### src/rtl/tag_pkg.sv
package tag_pkg;

  typedef enum logic [1:0] {
    BAND_LOW  = 2'b00,
    BAND_NEAR = 2'b01,
    BAND_OVER = 2'b10,
    BAND_CLIP = 2'b11
  } band_e;

  typedef enum logic [1:0] {
    S_IDLE  = 2'b00,
    S_ARMED = 2'b01,
    S_MSB   = 2'b10,
    S_LSB   = 2'b11
  } ser_state_e;

endpackage

### src/rtl/tag_reset_sync.sv
module tag_reset_sync #(
  parameter int STAGES = 2
) (
  input  logic clk_i,
  input  logic rst_ni,
  output logic rst_no
);

  logic [STAGES-1:0] chain_q;

  always_ff @(posedge clk_i or negedge rst_ni) begin
    if (!rst_ni) begin
      chain_q <= '0;
    end else begin
      chain_q <= {chain_q[STAGES-2:0], 1'b1};
    end
  end

  assign rst_no = chain_q[STAGES-1];

endmodule

### src/rtl/tag_edge_detect.sv
module tag_edge_detect #(
  parameter int NUM    = 2,
  parameter int STAGES = 2
) (
  input  logic           clk_i,
  input  logic           rst_ni,
  input  logic [NUM-1:0] async_i,
  output logic [NUM-1:0] level_o,
  output logic [NUM-1:0] toggle_o
);

  for (genvar g = 0; g < NUM; g++) begin : g_line
    logic [STAGES-1:0] sync_q;
    logic              prev_q;
    logic [STAGES-1:0] sync_d;

    always_comb begin
      sync_d = {sync_q[STAGES-2:0], async_i[g]};
    end

    always_ff @(posedge clk_i or negedge rst_ni) begin
      if (!rst_ni) begin
        sync_q <= '0;
        prev_q <= 1'b0;
      end else begin
        sync_q <= sync_d;
        prev_q <= sync_q[STAGES-1];
      end
    end

    assign level_o[g]  = sync_q[STAGES-1];
    assign toggle_o[g] = sync_q[STAGES-1] ^ prev_q;
  end

endmodule

### src/rtl/tag_level_classify.sv
module tag_level_classify
  import tag_pkg::*;
#(
  parameter int SAMPLE_W = 20,
  parameter int FULL_SCALE = 32768,
  parameter int TH_LO = 29205,
  parameter int TH_HI = 36766
) (
  input  logic [SAMPLE_W-1:0] sample_i,
  output band_e               band_o
);

  localparam int MAG_W = SAMPLE_W + 1;
  localparam logic [MAG_W-1:0] LO_LIM = MAG_W'(TH_LO);
  localparam logic [MAG_W-1:0] FS_LIM = MAG_W'(FULL_SCALE);
  localparam logic [MAG_W-1:0] HI_LIM = MAG_W'(TH_HI);

  logic [MAG_W-1:0] ext;
  logic [MAG_W-1:0] neg;
  logic [MAG_W-1:0] mag;

  always_comb begin
    ext = {sample_i[SAMPLE_W-1], sample_i};
    neg = '0 - ext;
    mag = sample_i[SAMPLE_W-1] ? neg : ext;
    if (mag < LO_LIM) begin
      band_o = BAND_LOW;
    end else if (mag <= FS_LIM) begin
      band_o = BAND_NEAR;
    end else if (mag <= HI_LIM) begin
      band_o = BAND_OVER;
    end else begin
      band_o = BAND_CLIP;
    end
  end

endmodule

### src/rtl/tag_serializer.sv
module tag_serializer
  import tag_pkg::*;
(
  input  logic       clk_i,
  input  logic       rst_ni,
  input  logic       lr_edge_i,
  input  logic       lr_level_i,
  input  logic       bclk_fall_i,
  input  logic [1:0] code_left_i,
  input  logic [1:0] code_right_i,
  output logic       tag_o
);

  ser_state_e state_q, state_d;
  logic [1:0] snap_q, snap_d;
  logic       tag_q, tag_d;

  always_comb begin
    state_d = state_q;
    snap_d  = snap_q;
    tag_d   = tag_q;
    if (lr_edge_i) begin
      state_d = S_ARMED;
      snap_d  = lr_level_i ? code_right_i : code_left_i;
      tag_d   = 1'b0;
    end else if (bclk_fall_i) begin
      case (state_q)
        S_ARMED: begin
          state_d = S_MSB;
          tag_d   = snap_q[1];
        end
        S_MSB: begin
          state_d = S_LSB;
          tag_d   = snap_q[0];
        end
        S_LSB: begin
          state_d = S_IDLE;
          tag_d   = 1'b0;
        end
        default: begin
          state_d = S_IDLE;
          tag_d   = 1'b0;
        end
      endcase
    end
  end

  always_ff @(posedge clk_i or negedge rst_ni) begin
    if (!rst_ni) begin
      state_q <= S_IDLE;
      snap_q  <= 2'b00;
      tag_q   <= 1'b0;
    end else begin
      state_q <= state_d;
      snap_q  <= snap_d;
      tag_q   <= tag_d;
    end
  end

  assign tag_o = tag_q;

  // bit 0 always follows bit 1 on the next launch edge
  p_lsb_follows_msb_r7: assert property (@(posedge clk_i) disable iff (!rst_ni)
    (state_q == S_MSB && bclk_fall_i && !lr_edge_i) |=> (state_q == S_LSB));

  // the captured code holds until the next frame-clock transition
  p_snap_hold_r11: assert property (@(posedge clk_i) disable iff (!rst_ni)
    (!lr_edge_i) |=> $stable(snap_q));

  // the pin is low outside the two bit slots
  p_quiet_slot_r9: assert property (@(posedge clk_i) disable iff (!rst_ni)
    (lr_edge_i || (bclk_fall_i && state_q == S_LSB)) |=> !tag_q);

endmodule

### src/rtl/tag_overrange_encoder.sv
module tag_overrange_encoder
  import tag_pkg::*;
#(
  parameter int SAMPLE_W    = 20,
  parameter int FULL_SCALE  = 32768,
  parameter int TH_LO       = 29205,
  parameter int TH_HI       = 36766,
  parameter int SYNC_STAGES = 2
) (
  input  logic                clk_i,
  input  logic                rst_ni,
  input  logic [SAMPLE_W-1:0] sample_i,
  input  logic                left_stb_i,
  input  logic                right_stb_i,
  input  logic                lrck_i,
  input  logic                bclk_i,
  output logic                tag_o
);

  localparam int NUM_CH = 2;
  localparam int LINE_LR = 0;
  localparam int LINE_BC = 1;
  localparam logic [SAMPLE_W-1:0] MOST_NEG = {1'b1, {(SAMPLE_W-1){1'b0}}};

  logic        rst_n;
  logic [1:0]  lines;
  logic [1:0]  level;
  logic [1:0]  toggle;
  logic        lr_edge;
  logic        bclk_fall;
  band_e       band;
  logic [NUM_CH-1:0] stb;
  logic [1:0]  pend_q [NUM_CH];

  tag_reset_sync #(.STAGES(SYNC_STAGES)) u_rst (
    .clk_i (clk_i),
    .rst_ni(rst_ni),
    .rst_no(rst_n)
  );

  assign lines[LINE_LR] = lrck_i;
  assign lines[LINE_BC] = bclk_i;

  tag_edge_detect #(.NUM(2), .STAGES(SYNC_STAGES)) u_edges (
    .clk_i   (clk_i),
    .rst_ni  (rst_n),
    .async_i (lines),
    .level_o (level),
    .toggle_o(toggle)
  );

  assign lr_edge   = toggle[LINE_LR];
  assign bclk_fall = toggle[LINE_BC] & ~level[LINE_BC];

  tag_level_classify #(
    .SAMPLE_W  (SAMPLE_W),
    .FULL_SCALE(FULL_SCALE),
    .TH_LO     (TH_LO),
    .TH_HI     (TH_HI)
  ) u_class (
    .sample_i(sample_i),
    .band_o  (band)
  );

  assign stb[0] = left_stb_i;
  assign stb[1] = right_stb_i;

  for (genvar c = 0; c < NUM_CH; c++) begin : g_chan
    logic [1:0] pend_d;
    always_comb begin
      pend_d = pend_q[c];
      if (stb[c]) begin
        pend_d = band;
      end
    end
    always_ff @(posedge clk_i or negedge rst_n) begin
      if (!rst_n) begin
        pend_q[c] <= 2'b00;
      end else begin
        pend_q[c] <= pend_d;
      end
    end
  end

  tag_serializer u_ser (
    .clk_i       (clk_i),
    .rst_ni      (rst_n),
    .lr_edge_i   (lr_edge),
    .lr_level_i  (level[LINE_LR]),
    .bclk_fall_i (bclk_fall),
    .code_left_i (pend_q[0]),
    .code_right_i(pend_q[1]),
    .tag_o       (tag_o)
  );

  // the most negative input grades as the top band
  p_no_overflow_r5: assert property (@(posedge clk_i) disable iff (!rst_n)
    (left_stb_i && sample_i == MOST_NEG) |=> (pend_q[0] == 2'b11));

  // a stored code moves only with a strobe for its channel
  p_hold_without_strobe_r10: assert property (@(posedge clk_i) disable iff (!rst_n)
    (!right_stb_i) |=> $stable(pend_q[1]));

  // the pin moves only on a launch edge or a frame transition
  p_move_on_edge_r9: assert property (@(posedge clk_i) disable iff (!rst_n)
    (tag_o != $past(tag_o)) |-> $past(bclk_fall || lr_edge));

endmodule

### config.mk
export PLATFORM = sky130hd
export DESIGN_NAME = tag_overrange_encoder
export DESIGN_NICKNAME = d
export VERILOG_FILES = /design/src/rtl/tag_pkg.sv /design/src/rtl/tag_reset_sync.sv /design/src/rtl/tag_edge_detect.sv /design/src/rtl/tag_level_classify.sv /design/src/rtl/tag_serializer.sv /design/src/rtl/tag_overrange_encoder.sv
export SDC_FILE = /design/constraint.sdc
export NUM_CORES = 1
export LEC_CHECK = 0
export ABC_AREA = 1
export BUFFER_PORTS_ARGS = -buffer_cell sky130_fd_sc_hd__buf_4
export CAP_MARGIN = 0
export CELL_PAD_IN_SITES_DETAIL_PLACEMENT = 1
export CELL_PAD_IN_SITES_GLOBAL_PLACEMENT = 1
export CORE_AREA = 4 4 69 71
export CTS_CLUSTER_SIZE = 40
export DETAILED_ROUTE_END_ITERATION = 8
export DIE_AREA = 0 0 73 75
export GPL_ROUTABILITY_DRIVEN = 0
export GPL_TIMING_DRIVEN = 0
export PLACE_DENSITY = 0.85
export SLEW_MARGIN = 20
export SYNTH_ARGS = -nofsm -noshare
export SYNTH_HDL_FRONTEND = slang
export SYNTH_SLANG_ARGS = --single-unit
### constraint.sdc
create_clock -name clk_i -period 0.8 [get_ports clk_i]
set_clock_uncertainty 0.05 [all_clocks]
set_input_delay 0.12 -clock clk_i [delete_from_list [all_inputs] [get_ports clk_i]]
set_output_delay 0.12 -clock clk_i [all_outputs]
set_load 0.1 [all_outputs]
==> flow_summary_export.csv <==
group,metric,value,unit
outcome,status,"finished with violations",
outcome,violations,"setup timing",
grt,track_usage,18.7,%
sta,fmax,674,MHz
detailed_routing,totalWireLength,4980,um
worst_hold_path,hold_path_depth,3,
cells_and_area,antennaDiodeCount,0,
sta,maxSlewHeadroom,58.7,%
yosys,synthArstFlopShare,100,%
yosys,seq_area_frac_synth,27.7,%
worst_setup_path,worst-endpoint-arrival,1.58,ns
sta,hold_viol_final,0,
detailed_routing,vias_per_cell,4.92,
power_and_ir_drop,clkPwrFrac,23.5,%
clocking,cts_tree,"done",
power_and_ir_drop,ir_drop,545,uV
clocking,cts_made_buffers,3,
detailed_routing,detail_route.iter0.violations,94,
yosys,synth_ff_type,"dfrtp_1",
power_and_ir_drop,p_sw,995,uW
worst_setup_path,cp_slowest_cell,"nor2_4",
grt,antenna_found_initial,0,
placed_design,dp_hpwl,3600,um
detailed_routing,drc,0,
sta,period_share,186,%
floorplanning,rows,24,
cells_and_area,final_common_cell,"nand2_1",
flow_run,max_cap_viol_count,0,
clocking,clk_path_buf_depth,2,
clocking,clk_pin_slew_worst_paths,0.06,ns
worst_setup_path,r2r_end,"u_ser.tag_o$_DFFE_PN0P_",
power_and_ir_drop,power_density,1270,mW/mm^2
detailed_routing,drt_pass1_iterations,4,
clocking,insertion_delay,0.25,ns
placed_design,placed_cell_area,0.00182,mm^2
detailed_routing,route.antenna.remaining_nets,0,
cells_and_area,synthToLayoutAreaGrowth,41.0,%
clocking,cts-root-buf,"clkbuf_8",
worst_hold_path,min-delay-start,"left_stb_i",
power_and_ir_drop,p_int,1.76,mW
floorplanning,die_h,75,um
yosys,yosys_register_bits,17,
worst_setup_path,cp-end-kind,"flip-flop",
floorplanning,initial_core_util,36.3,%
clocking,htreeDepth,1,
floorplanning,die_x,73,um
placed_design,io_buffers,25,
yosys,synth.net_count,287,
cells_and_area,design_area,0.00217,mm^2
power_and_ir_drop,swShare,36.1,%
sta,grt_setup_unrepaired,"true",
yosys,yosys_warnings,0,
worst_setup_path,critical_path_class,"in2reg",
worst_hold_path,hold_path_class,"in2reg",
yosys,synthDistinctLibCells,29,
detailed_routing,vias,1742,
yosys,synth_edf_count,0,
clocking,cts_sinks,17,
yosys,syn_inst,257,
power_and_ir_drop,seq_power_share,37.7,%
power_and_ir_drop,p_comb_share,38.9,%
cells_and_area,drive_gt1_share,35.4,%
grt,overflow,0,
detailed_routing,wire_per_inst,14.1,um
worst_setup_path,crit_chain,"buf_6 > clkinvlp_4 > buf_4 > nand2_2 > nor2_4 > nand3_2 > nand2_1 > nand2_1 > nand2_2 > inv_2 > nor2_2 > nand2_2 > nor2_4 > nand3_2 > nand3_2 > nand2_1",
worst_setup_path,reg2reg_slack,-0.44,ns
power_and_ir_drop,p_leak,1.12,nW
sta,finalMaxSlewViolations,0,
floorplanning,placeableCoreArea,0.00423,mm^2
yosys,syn_area,0.00154,mm^2
yosys,syn_avg_cell_area,5.98,um^2
worst_setup_path,worstPathRequired,0.90,ns
worst_hold_path,hold_end,"pend_q[2]$_DFFE_PN0P_",
worst_setup_path,cp_max_fo,5,
placed_design,dp_slack,-0.993,ns
power_and_ir_drop,p_total,2.75,mW
grt,grt_max_degree,16,
worst_setup_path,reg2reg_depth,9,
cells_and_area,final_cell_mix,"nand2_1, buf_4, inv_1, nand3_1, nor2_1",
sta,worst_slack,-0.684,ns
worst_setup_path,slowest_delay,0.17,ns
floorplanning,die-area,0.00548,mm^2
grt,grt_pass1_wl,8090,um
floorplanning,num_io_pins,27,
cells_and_area,fin_nets,333,
sta,layout_min_cycle_time,1.48,ns
sta,setup_viol,10,
sta,tightest_slew,0.620,ns
worst_setup_path,rr_startpoint,"u_edges.g_line[0].sync_q[1]$_DFF_PN0_",
grt,grt_pass1_vias,1801,
worst_setup_path,startpoint_type,"input pin",
cells_and_area,utilization,51.2,%
## per-layer routing
layer / global-route usage, % / share of wire (%)
met3: 2.54 / 3.5
met1: 21.6 / 39
met2: 35.7 / 56
met4: 4.71 / 1.2
met5: 0 / 0
## how the worst max path moves through the flow
stage                      startpoint               endpoint  slack, ns  depth (start not counted)
after floorplan           sample_i[0]  pend_q[0]$_DFFE_PN0P_      -0.61                         16
after global placement    sample_i[0]  pend_q[0]$_DFFE_PN0P_      -0.97                         17
after detailed placement  sample_i[0]  pend_q[0]$_DFFE_PN0P_      -0.99                         14
after CTS                 sample_i[0]  pend_q[0]$_DFFE_PN0P_      -0.67                         14
after global routing      sample_i[0]  pend_q[0]$_DFFE_PN0P_      -0.80                         17
final                     sample_i[0]  pend_q[2]$_DFFE_PN0P_      -0.68                         16
## critical path, delay by kind of cell
family                 cells  cell delay [ns]
and+or+nand+nor           12             1.11
buffers and inverters      4             0.33
## power by group through the flow
stage	clock network (mW)	registers [mW]	logic (mW)
3_5_place_dp	0	1.02	0.787
5_1_grt	0.699	1.05	1.20
6_report	0.647	1.04	1.07
2_1_floorplan	0	1.08	0.447
4_1_cts	0.649	1.02	0.951
3_3_place_gp	0	1.02	0.745
## area by class of cell
| cell class | instances | area (um^2) |
|---|---|---|
| Buffer | 4 | 31.3 |
| Timing Repair Buffer | 41 | 347 |
| Sequential cell | 17 | 429 |
| Tap cell | 52 | 65.1 |
| Multi-Input combinational cell | 199 | 1110 |
| Inverter | 37 | 143 |
| Clock inverter | 1 | 5.00 |
| Fill cell | 569 | 2070 |
| Clock buffer | 3 | 41.3 |
## sequential cells by signal, summed over array words and instances (netlist names)
register and flops:
u_edges.g_line.prev_q 2, u_edges.g_line.sync_q 4, pend_q 4, u_rst.chain_q 2, u_ser.snap_q 2, u_ser.state_q 2
u_ser.tag_o 1
## metrics by stage
stage | hold slack (ns) | cells | setup TNS, ns
floorplan | -0.226 | 257 | -3.48
global placement | -0.148 | 334 | -5.28
detailed placement | -0.147 | 334 | -5.84
CTS | 0.0419 | 351 | -4.84
global route | 0.0488 | 354 | -6.44
finish | 0.0507 | 354 | -4.78
## synth_stat cells (2+ instances only)
| library cell | instances | area, um^2 |
|---|---|---|
| inv_2 | 4 | 15.0 |
| nor2_2 | 7 | 43.8 |
| ha_1 | 4 | 50.1 |
| nand3_1 | 31 | 155 |
| dfrtp_1 | 17 | 425 |
| o21ai_1 | 4 | 20.0 |
| buf_4 | 2 | 15.0 |
| nor2_1 | 34 | 128 |
| nor2_4 | 2 | 22.5 |
| nand2_2 | 7 | 43.8 |
| inv_1 | 33 | 124 |
| nor3_1 | 3 | 15.0 |
| o22ai_1 | 2 | 12.5 |
| o21ai_0 | 3 | 15.0 |
| nand2_1 | 86 | 323 |
| a21oi_1 | 4 | 20.0 |
| nand3b_1 | 2 | 15.0 |
## timing repair
action / 4_1_cts / 5_1_grt
hold buffers: 3 / 0
cloned: 0 / 0
endpoints found under the setup margin: 10 / 25
hold endpoints to repair: 4 / 0
buffers inserted: 10 / 3
pin swaps: 10 / 7
resized for setup: 28 / 23
## kinds of logic (layout without fill, tap and decap cells)
group           count (synthesis)  after routing  share of synthesized area [%]
simple gates                  178            178                           52.0
other cells                     1              1                          0.244
buf+inv                        41             86                           11.0
flops                          17             17                           27.7
fa+ha+maj                       4              4                           3.26
compound gates                 16             16                           5.86
(Power assumes the default switching activity.)
